<file path="src/rtl/ep0Pkg.sv">
package ep0Pkg;

  typedef enum logic [1:0] {
    TOK_OUT   = 2'b00,
    TOK_IN    = 2'b01,
    TOK_SETUP = 2'b10,
    TOK_NONE  = 2'b11
  } tokE;

  typedef enum logic [1:0] {
    HS_NONE  = 2'd0,
    HS_ACK   = 2'd1,
    HS_NAK   = 2'd2,
    HS_STALL = 2'd3
  } hsE;

  typedef enum logic [2:0] {
    PH_IDLE  = 3'd0,
    PH_DIN   = 3'd1,
    PH_DOUT  = 3'd2,
    PH_STOUT = 3'd3,
    PH_STIN  = 3'd4
  } phaseE;

  // strobes from control to datapath
  typedef struct packed {
    logic setOutRdy;
    logic clrInRdy;
    logic setStall;
    logic setSetupEnd;
    logic pendRx;
    logic pendTx;
  } ctlStrobeT;

  // comparisons and flag state from datapath to control
  typedef struct packed {
    logic setupLenOk;
    logic rxOversize;
    logic rxEmpty;
    logic txShort;
    logic outRdy;
    logic inRdy;
  } dpStatusT;

endpackage

</file>
<file path="src/rtl/ep0Data.sv">
module ep0Data
  import ep0Pkg::*;
#(
  parameter int MAX_PKT   = 64,
  parameter int LEN_W     = 8,
  parameter int SETUP_LEN = 8
) (
  input  logic             clk,
  input  logic             rstN,
  input  logic [LEN_W-1:0] evLen,
  input  logic [LEN_W-1:0] fwTxLen,
  input  logic             fwInRdy,
  input  logic             fwServiced,
  input  logic             fwClrStall,
  input  logic             fwClrSetupEnd,
  input  logic             fwIrqAck,
  input  ctlStrobeT        ctl,
  output dpStatusT         dpSt,
  output logic             outPktRdy,
  output logic             inPktRdy,
  output logic             stallSent,
  output logic             setupEnd,
  output logic             irq
);

  localparam int NEV = 3;
  localparam logic [LEN_W-1:0] MAX_L   = LEN_W'(MAX_PKT);
  localparam logic [LEN_W-1:0] SETUP_L = LEN_W'(SETUP_LEN);

  logic [LEN_W-1:0] txLenQ;
  logic [NEV-1:0]   pendSet;
  logic [NEV-1:0]   pendQ;

  always_comb begin
    dpSt.setupLenOk = (evLen == SETUP_L);
    dpSt.rxOversize = (evLen > MAX_L);
    dpSt.rxEmpty    = (evLen == '0);
    dpSt.txShort    = (txLenQ < MAX_L);
    dpSt.outRdy     = outPktRdy;
    dpSt.inRdy      = inPktRdy;
  end

  always_ff @(posedge clk) begin
    if (!rstN) begin
      txLenQ    <= '0;
      outPktRdy <= 1'b0;
      inPktRdy  <= 1'b0;
      stallSent <= 1'b0;
      setupEnd  <= 1'b0;
    end else begin
      if (fwInRdy) txLenQ <= fwTxLen;
      // a set always beats a clear in the same cycle
      if (ctl.setOutRdy)     outPktRdy <= 1'b1;
      else if (fwServiced)   outPktRdy <= 1'b0;
      if (fwInRdy)           inPktRdy  <= 1'b1;
      else if (ctl.clrInRdy) inPktRdy  <= 1'b0;
      if (ctl.setStall)      stallSent <= 1'b1;
      else if (fwClrStall)   stallSent <= 1'b0;
      if (ctl.setSetupEnd)   setupEnd  <= 1'b1;
      else if (fwClrSetupEnd) setupEnd <= 1'b0;
    end
  end

  assign pendSet = {ctl.setStall, ctl.pendTx, ctl.pendRx};

  for (genvar i = 0; i < NEV; i++) begin : g_pend
    always_ff @(posedge clk) begin
      if (!rstN)           pendQ[i] <= 1'b0;
      else if (pendSet[i]) pendQ[i] <= 1'b1;
      else if (fwIrqAck)   pendQ[i] <= 1'b0;
    end
  end

  assign irq = |pendQ;


  out_rdy_hold_chk: assert property (@(posedge clk) disable iff (!rstN)
    outPktRdy && !fwServiced |=> outPktRdy);


  in_rdy_clear_chk: assert property (@(posedge clk) disable iff (!rstN)
    ctl.clrInRdy && !fwInRdy |=> !inPktRdy && irq);


  stall_sticky_chk: assert property (@(posedge clk) disable iff (!rstN)
    stallSent && !fwClrStall |=> stallSent);


  irq_quiet_chk: assert property (@(posedge clk) disable iff (!rstN)
    !irq && pendSet == '0 |=> !irq);

endmodule

</file>
<file path="src/rtl/ep0Ctrl.sv">
module ep0Ctrl
  import ep0Pkg::*;
(
  input  logic       clk,
  input  logic       rstN,
  input  logic       evValid,
  input  logic [1:0] evTok,
  input  logic       evData1,
  input  logic       txAck,
  input  logic       fwServiced,
  input  logic       fwInRdy,
  input  logic       fwDataEnd,
  input  logic       fwStall,
  input  dpStatusT   dpSt,
  output ctlStrobeT  ctl,
  output logic       hsValid,
  output logic [1:0] hsCode,
  output logic [2:0] phase,
  output logic       txMode
);

  phaseE phQ, phNext;
  hsE    hsQ, hsNext;
  logic  hsVQ, hsVNext;
  logic  txModeQ, txNext;
  logic  armQ, armNext;    // firmware-forced stall pending
  logic  lastQ, lastNext;  // final IN packet loaded
  logic  doStall;

  always_comb begin
    phNext  = phQ;
    txNext  = txModeQ;
    armNext = armQ;
    lastNext = lastQ;
    hsVNext = 1'b0;
    hsNext  = HS_NONE;
    ctl     = '0;
    doStall = 1'b0;

    if (fwStall) armNext = 1'b1;
    if (fwInRdy && fwDataEnd) lastNext = 1'b1;
    if (fwServiced && fwDataEnd && (phQ == PH_IDLE || phQ == PH_DOUT))
      phNext = PH_STIN;

    if (txAck && dpSt.inRdy && phQ == PH_DIN) begin
      ctl.clrInRdy = 1'b1;
      ctl.pendTx   = 1'b1;
      if (dpSt.txShort) txNext = 1'b0;
      if (lastQ) begin
        phNext   = PH_STOUT;
        lastNext = 1'b0;
      end
    end

    if (evValid) begin
      case (tokE'(evTok))
        TOK_SETUP: begin
          if (dpSt.setupLenOk) begin
            hsVNext         = 1'b1;
            hsNext          = HS_ACK;
            ctl.setOutRdy   = 1'b1;
            ctl.pendRx      = 1'b1;
            ctl.setSetupEnd = txModeQ;
            txNext   = 1'b0;
            phNext   = PH_IDLE;
            armNext  = 1'b0;
            lastNext = 1'b0;
          end
        end
        TOK_OUT: begin
          ctl.setSetupEnd = txModeQ;
          txNext  = 1'b0;
          hsVNext = 1'b1;
          if (armQ || dpSt.rxOversize || phQ == PH_STIN ||
              (phQ == PH_STOUT && evData1 && !dpSt.rxEmpty)) begin
            doStall = 1'b1;
          end else if (phQ == PH_STOUT || phQ == PH_DIN) begin
            hsNext   = HS_ACK;
            phNext   = PH_IDLE;
            lastNext = 1'b0;
          end else if (dpSt.outRdy) begin
            hsNext = HS_NAK;
          end else begin
            hsNext        = HS_ACK;
            ctl.setOutRdy = 1'b1;
            ctl.pendRx    = 1'b1;
            phNext        = PH_DOUT;
          end
        end
        TOK_IN: begin
          hsVNext = 1'b1;
          if (armQ || phQ == PH_STOUT) begin
            doStall = 1'b1;
          end else if (phQ == PH_STIN || phQ == PH_DOUT) begin
            hsNext     = HS_ACK;
            ctl.pendTx = 1'b1;
            phNext     = PH_IDLE;
          end else begin
            txNext = 1'b1;
            phNext = PH_DIN;
            hsNext = dpSt.inRdy ? HS_ACK : HS_NAK;
          end
        end
        default: ;
      endcase
    end

    if (doStall) begin
      hsNext       = HS_STALL;
      ctl.setStall = 1'b1;
      phNext   = PH_IDLE;
      txNext   = 1'b0;
      armNext  = 1'b0;
      lastNext = 1'b0;
    end
  end

  always_ff @(posedge clk) begin
    if (!rstN) begin
      phQ     <= PH_IDLE;
      hsQ     <= HS_NONE;
      hsVQ    <= 1'b0;
      txModeQ <= 1'b0;
      armQ    <= 1'b0;
      lastQ   <= 1'b0;
    end else begin
      phQ     <= phNext;
      hsQ     <= hsNext;
      hsVQ    <= hsVNext;
      txModeQ <= txNext;
      armQ    <= armNext;
      lastQ   <= lastNext;
    end
  end

  assign hsValid = hsVQ;
  assign hsCode  = hsQ;
  assign phase   = phQ;
  assign txMode  = txModeQ;


  setup_reject_chk: assert property (@(posedge clk) disable iff (!rstN)
    evValid && evTok == TOK_SETUP && !dpSt.setupLenOk |=> !hsValid);


  in_nak_chk: assert property (@(posedge clk) disable iff (!rstN)
    evValid && evTok == TOK_IN && !dpSt.inRdy && !armQ &&
    (phQ == PH_IDLE || phQ == PH_DIN) |=> hsValid && hsCode == HS_NAK);


  stall_idle_chk: assert property (@(posedge clk) disable iff (!rstN)
    hsValid && hsCode == HS_STALL |-> phase == PH_IDLE && !txMode);


  setup_ends_tx_chk: assert property (@(posedge clk) disable iff (!rstN)
    evValid && evTok == TOK_SETUP && dpSt.setupLenOk |=> !txMode);

endmodule

</file>
<file path="src/rtl/usbEp0Seq.sv">
module usbEp0Seq
  import ep0Pkg::*;
#(
  parameter  int MAX_PKT = 64,
  localparam int LEN_W   = $clog2(MAX_PKT) + 2
) (
  input  logic             clk,
  input  logic             rstN,
  input  logic             evValid,
  input  logic [1:0]       evTok,
  input  logic [LEN_W-1:0] evLen,
  input  logic             evData1,
  input  logic             txAck,
  input  logic             fwServiced,
  input  logic             fwInRdy,
  input  logic [LEN_W-1:0] fwTxLen,
  input  logic             fwDataEnd,
  input  logic             fwStall,
  input  logic             fwClrStall,
  input  logic             fwClrSetupEnd,
  input  logic             fwIrqAck,
  output logic             hsValid,
  output logic [1:0]       hsCode,
  output logic             outPktRdy,
  output logic             inPktRdy,
  output logic             stallSent,
  output logic             setupEnd,
  output logic             txMode,
  output logic [2:0]       phase,
  output logic             irq
);

  ctlStrobeT ctl;
  dpStatusT  dpSt;

  ep0Ctrl u_ctrl (
    .clk(clk), .rstN(rstN), .evValid(evValid), .evTok(evTok),
    .evData1(evData1), .txAck(txAck), .fwServiced(fwServiced),
    .fwInRdy(fwInRdy), .fwDataEnd(fwDataEnd), .fwStall(fwStall),
    .dpSt(dpSt), .ctl(ctl), .hsValid(hsValid), .hsCode(hsCode),
    .phase(phase), .txMode(txMode)
  );

  ep0Data #(.MAX_PKT(MAX_PKT), .LEN_W(LEN_W), .SETUP_LEN(8)) u_data (
    .clk(clk), .rstN(rstN), .evLen(evLen), .fwTxLen(fwTxLen),
    .fwInRdy(fwInRdy), .fwServiced(fwServiced), .fwClrStall(fwClrStall),
    .fwClrSetupEnd(fwClrSetupEnd), .fwIrqAck(fwIrqAck), .ctl(ctl),
    .dpSt(dpSt), .outPktRdy(outPktRdy), .inPktRdy(inPktRdy),
    .stallSent(stallSent), .setupEnd(setupEnd), .irq(irq)
  );

endmodule

</file>
<file path="config.mk">
export PLATFORM = sky130hd
export DESIGN_NAME = usbEp0Seq
export DESIGN_NICKNAME = d
export VERILOG_FILES = /design/src/rtl/ep0Pkg.sv /design/src/rtl/ep0Data.sv /design/src/rtl/ep0Ctrl.sv /design/src/rtl/usbEp0Seq.sv
export SDC_FILE = /design/constraint.sdc
export NUM_CORES = 1
export LEC_CHECK = 0
export ABC_AREA = 1
export BUFFER_PORTS_ARGS = -buffer_cell sky130_fd_sc_hd__buf_2
export CAP_MARGIN = 15
export CORE_MARGIN = 2
export CORE_UTILIZATION = 47
export DETAILED_ROUTE_END_ITERATION = 12
export GPL_ROUTABILITY_DRIVEN = 0
export PLACE_DENSITY = 0.88
export SYNTH_ARGS = -nofsm -noshare
export SYNTH_HDL_FRONTEND = slang
export SYNTH_SLANG_ARGS = --single-unit
</file>
<file path="constraint.sdc">
create_clock -name clk -period 1.4 [get_ports clk]
set_input_delay 0.07 -clock clk [delete_from_list [all_inputs] [get_ports clk]]
set_output_delay 0.07 -clock clk [all_outputs]
set_load 0.03 [all_outputs]
</file>
==> flow_summary.ini, run 1 <==
[logic_synthesis]
ys_seq_elements = 18
async_flop_share = 0
synth-adder-area-share = 0
yosysSeqAreaShare = 0.350
synth_edf_count = 0
ys.flop_type = dfxtp_1
postSynthCellCount = 156
synthSimpleGateAreaFrac = 0.417
synth_compound_area_frac = 0.137
synth_mux_area_frac = 0
avgSynthCellArea_sq_um = 6.59
netlist_area_sq_mm = 0.00103
synth_top_family_by_area = simple AND/OR/NAND/NOR gates
syn-num-nets = 186
synth_cell_types = 28
yosys_warnings = 0
synth_xor_area_frac = 0

[outcome]
status = complete, no violations

[drt]
vias_per_cell = 5.17
drtIter0Drc = 26
postRouteAntennaNets = 0
vias = 1169
drc = 0
wl_per_cell_microns = 10.9
firstDrtPassIters = 4
drt_wl_total_mm = 2.46

[floorplan]
initial_core_util = 0.509
die-area_sq_mm = 0.00258
rows = 16
fp.dieH_microns = 50.8
core_area_sq_mm = 0.00202
die_width_microns = 50.8
io_pins = 42

[hold_path]
hold_path.class = input port to flip-flop

[placed_design]
dp.cells = 219
io_buffers = 35
post-dp-hpwl_mm = 1.96
place_ws_ns = 0.0823
postPlaceCellArea_sq_mm = 0.00125

[clock_network]
numCtsBuffers = 3
cts_tree = done
clock_latency_ns = 0.30
cts_buffer_depth = 2
cts-root-buf = clkbuf_4
clkSlewWorstSetupHoldPaths_ns = 0.11
htree_levels = 1
cts.sinks = 18

[worst_setup_path]
crit_chain = inv_2, a31oi_2, nand3_2, nand2_4, nand2_4, nand3_1, o31ai_1
crit_top_cell = nand2_4
crit_type = flip-flop to flip-flop
crit_family = simple AND/OR/NAND/NOR gates
critPathMaxFanout = 5
crit_path_end_kind = flip-flop
critical_path_arrival_ns = 1.53
slowest_stage = dfxtp_2
start_kind = flip-flop
cp.required_ns = 1.59
slowest_delay_ns = 0.40
cp.buffers_inverters = 1

[timing]
finalCritPeriodShare = 0.959
layout_min_cycle_time_ns = 1.34
maxSlewHeadroom = 0.795
rsz0062_at_grt = true
skew_ns = 0.0111
setup_ws_ns = 0.0577
slew_viol_final = 0
tightest_slew_ns = 0.307
timing.fmax_ghz = 0.745
whs_ns = 0.0157
finalHoldViolations = 0
setup_viol = 0
fin_setup_tns_ns = 0

[power]
power_leakage_nw = 0.695
peakVddDrop_uv = 665
pwr_density_cell_mw_per_mm2 = 837
finalPower_mw = 1.13

[layout]
drive_gt1_frac = 0.352
design_area_sq_mm = 0.00135
final_common_cell = nand2_1
antenna_cells = 0
layout_common_cells = nand2_1 (36), buf_2 (35), nor2_1 (22)
area_growth_pct = 30.8
fill_cells = 183
fin_util = 0.665
nNetsFinal = 230
finalNonFillerCells = 226

[grt]
grt_max_degree = 11
grt_pass1_vias = 1025
grt_antenna_before_repair = 0
grt_pass1_wl_mm = 3.94
grt_overflow = 0
grt_usage = 0.202

[flow_run]
drv_cap = 0
==> final cells by class <==
cell class	count	area [sq um]	area share
multi-input cells	113	598	0.445
inverters	24	92.6	0.0688
flip-flops and latches	18	367	0.273
well taps	27	33.8	0.0251
clock buffers	4	36.3	0.0270
repair buffers	40	218	0.162
==> repair_timing <==
item                                    CTS  global route
hold buffers                              2             0
resized for setup                         0            12
hold endpoints to repair                  2             0
endpoints found under the setup margin    0            11
buffers inserted                          0             1
==> worst register-to-register path: stages (launching register included) <==
cell and delay [ns]:
dfxtp_2 0.40, inv_2 0.06, a31oi_2 0.18, nand3_2 0.16
nand2_4 0.14, nand2_4 0.05, nand3_1 0.14, o31ai_1 0.09
==> synthesized netlist by cell type (all sizes together), types with 2 or more instances <==
cell | count | area, sq um
o211ai | 2 | 15.0
nand2 | 41 | 174
dfxtp | 18 | 360
a31oi | 2 | 18.8
nor2 | 28 | 115
nand4 | 2 | 12.5
o21ai | 13 | 65.1
a21oi | 3 | 18.8
inv | 24 | 90.1
nand3 | 13 | 75.1
nor3 | 3 | 20.0
==> kinds of logic after synthesis <==
logic type,Yosys count
AOI/OAI and AO/OA,23
buffers and inverters,25
DFF,18
and+or+nand+nor,90
==> layer usage <==
layer	routed length, microns	global-route usage
met5	0	0
met4	56	0.104
met1	1130	0.242
met2	1120	0.336
met3	152	0.0476
==> power breakdown <==
part,internal [mW],switching [mW]
logic,0.0946,0.153
clock network,0.159,0.166
registers,0.535,0.0180
==> registers in the layout, summed over array words and instances (netlist names) <==
register,cells
u_ctrl.phase,3
u_data.pendQ,3
u_ctrl.hsCode,2
u_data.txLenQ,2
u_ctrl.armQ,1
u_ctrl.hsValid,1
u_ctrl.lastQ,1
u_ctrl.txMode,1
u_data.inPktRdy,1
u_data.outPktRdy,1
u_data.setupEnd,1
u_data.stallSent,1
==> path summary, 6_finish.rpt <==
kind / slack, ns / startpoint / endpoint / cells past startpoint
setup / recovery: 0.06 / u_ctrl.phase[1]$_SDFF_PP0_ / u_data.stallSent$_SDFFE_PN0P_ / 7
setup reg to reg: 0.06 / u_ctrl.phase[1]$_SDFF_PP0_ / u_data.stallSent$_SDFFE_PN0P_ / 7
hold reg to reg: 0.46 / u_data.stallSent$_SDFFE_PN0P_ / u_data.stallSent$_SDFFE_PN0P_ / 2
hold / removal: 0.02 / fwTxLen[6] / u_data.txLenQ[6]$_SDFFE_PN0P_ / 3
No activity file was read; power rests on OpenSTA's default activity.
==> run 2, diff against run 1 <==
CELL_PAD_IN_SITES_DETAIL_PLACEMENT = 0   (was default)
CELL_PAD_IN_SITES_GLOBAL_PLACEMENT = 2   (was default)
CORE_UTILIZATION = 24   (was 47)
==> run 2 against run 1 <==
Global-route usage shrank 8.0 points. Worst setup slack improved by 0.060 ns. Maximum frequency increased by 4.7%. First-iteration DRC count decreased by 15%.
==> flow_summary.ini, run 2 (synthesized netlist as in run 1, its figures left out) <==
[drt]
drt_wl_total_mm = 2.72
postRouteAntennaNets = 0
drtIter0Drc = 22
firstDrtPassIters = 4
wl_per_cell_microns = 11.0
wl_met3_microns = 78
vias_per_cell = 4.38
vias = 1086
route.met2.wl_mm = 1.25
highest_layer = met4
drc = 0
wl_met1_mm = 1.38

[outcome]
status = complete, no violations

[floorplan]
die-area_sq_mm = 0.00482
io_pins = 42
fp.dieH_microns = 69.5
die_width_microns = 69.5
rows = 23
initial_core_util = 0.253
core_area_sq_mm = 0.00406

[layout]
fill_cells = 465
final_common_cell = nand2_1
drive_gt1_frac = 0.343
area_growth_pct = 33.6
regArea_sq_um = 367
design_area_sq_mm = 0.00137
fin_util = 0.339
layout_common_cells = nand2_1 (36), buf_2 (35), nor2_1 (25)
antenna_cells = 0
multi_input_area_sq_um = 596
nNetsFinal = 230

[timing]
tightest_slew_ns = 0.297
slew_viol_final = 0
maxSlewHeadroom = 0.801
setup_ws_ns = 0.117
rsz0062_at_grt = false
finalCritPeriodShare = 0.916
finalHoldViolations = 0
setup_viol = 0
layout_min_cycle_time_ns = 1.28
timing.fmax_ghz = 0.780
fin_setup_tns_ns = 0
skew_ns = 0.00760

[clock_network]
cts-root-buf = clkbuf_8
numCtsBuffers = 3
clkSlewWorstSetupHoldPaths_ns = 0.07
clock_latency_ns = 0.25
htree_levels = 1
cts_tree = done
cts.sinks = 18
cts_buffer_depth = 2

[power]
pwr_density_cell_mw_per_mm2 = 838
finalPower_mw = 1.15
power_leakage_nw = 0.698
peakVddDrop_uv = 402

[grt]
grt_max_degree = 10
grt_usage = 0.122
grt_pass1_wl_mm = 4.88
grt_antenna_before_repair = 0
grt_pass1_vias = 1061
grt_overflow = 0

[placed_design]
place_ws_ns = 0.0423
postPlaceCellArea_sq_mm = 0.00128
post-dp-hpwl_mm = 2.23
io_buffers = 35

[flow_run]
drv_cap = 0

[worst_setup_path]
cp.buffers_inverters = 2
slowest_delay_ns = 0.38
start_kind = flip-flop
crit_type = flip-flop to flip-flop
critical_path_arrival_ns = 1.48
slowest_stage = dfxtp_2
crit_family = flip-flops
cp.required_ns = 1.60
crit_path_end_kind = flip-flop
crit_chain = inv_2, a31oi_2, nand3_2, buf_4, o211ai_1, nand2_1, nand2_1
crit_top_cell = nand2_1
critPathMaxFanout = 5

[hold_path]
hold_path.class = input port to flip-flop
## run 2: worst min-delay path, cell delays in order
cell and delay, ns:
buf_2 0.07, nor2_1 0.03, nor2_1 0.08
## run 2: layer usage
layer / GRT usage / vias up
li1: - / 585
met1: 0.171 / 485
met2: 0.197 / 14
met3: 0.0247 / 2
met4: 0.0196 / 0
met5: 0 / -
## run 2: path summary, 6_finish.rpt
| check | depth (start not counted) | endpoint | start | slack, ns |
|---|---|---|---|---|
| worst max-delay path | 7 | u_ctrl.hsCode[0]$_SDFF_PN0_ | u_ctrl.phase[1]$_SDFF_PP0_ | 0.12 |
| worst min-delay path | 3 | u_data.txLenQ[6]$_SDFFE_PN0P_ | fwTxLen[6] | 0.05 |
| worst max register to register | 7 | u_ctrl.hsCode[0]$_SDFF_PN0_ | u_ctrl.phase[1]$_SDFF_PP0_ | 0.12 |
| worst min register to register | 2 | u_data.stallSent$_SDFFE_PN0P_ | u_data.stallSent$_SDFFE_PN0P_ | 0.47 |
## run 2: timing repair
action                                  in CTS  in global routing
endpoints found under the setup margin       0                 13
buffers inserted                             0                  1
hold endpoints to repair                     1                  0
resized for setup                            0                  9
hold buffers                                 1                  0
## run 2: cell type report
cell class / count / share of cell area
Sequential cell: 18 / 0.267
Inverter: 24 / 0.0674
Timing Repair Buffer: 40 / 0.157
Multi-Input combinational cell: 113 / 0.434
Clock buffer: 3 / 0.0301
Tap cell: 50 / 0.0455
## run 2: metrics by stage
stage,hold WS [ns],cells
final,0.0465,248
after global routing,0.0615,248
after CTS,0.0470,247
after detailed placement,0.270,243
after global placement,0.258,243
after floorplan,0.168,156
## run 2: where the power goes
group	total (mW)	switching, mW	internal (mW)
clock network	0.352	0.161	0.191
registers	0.552	0.0170	0.535
logic	0.247	0.152	0.0947
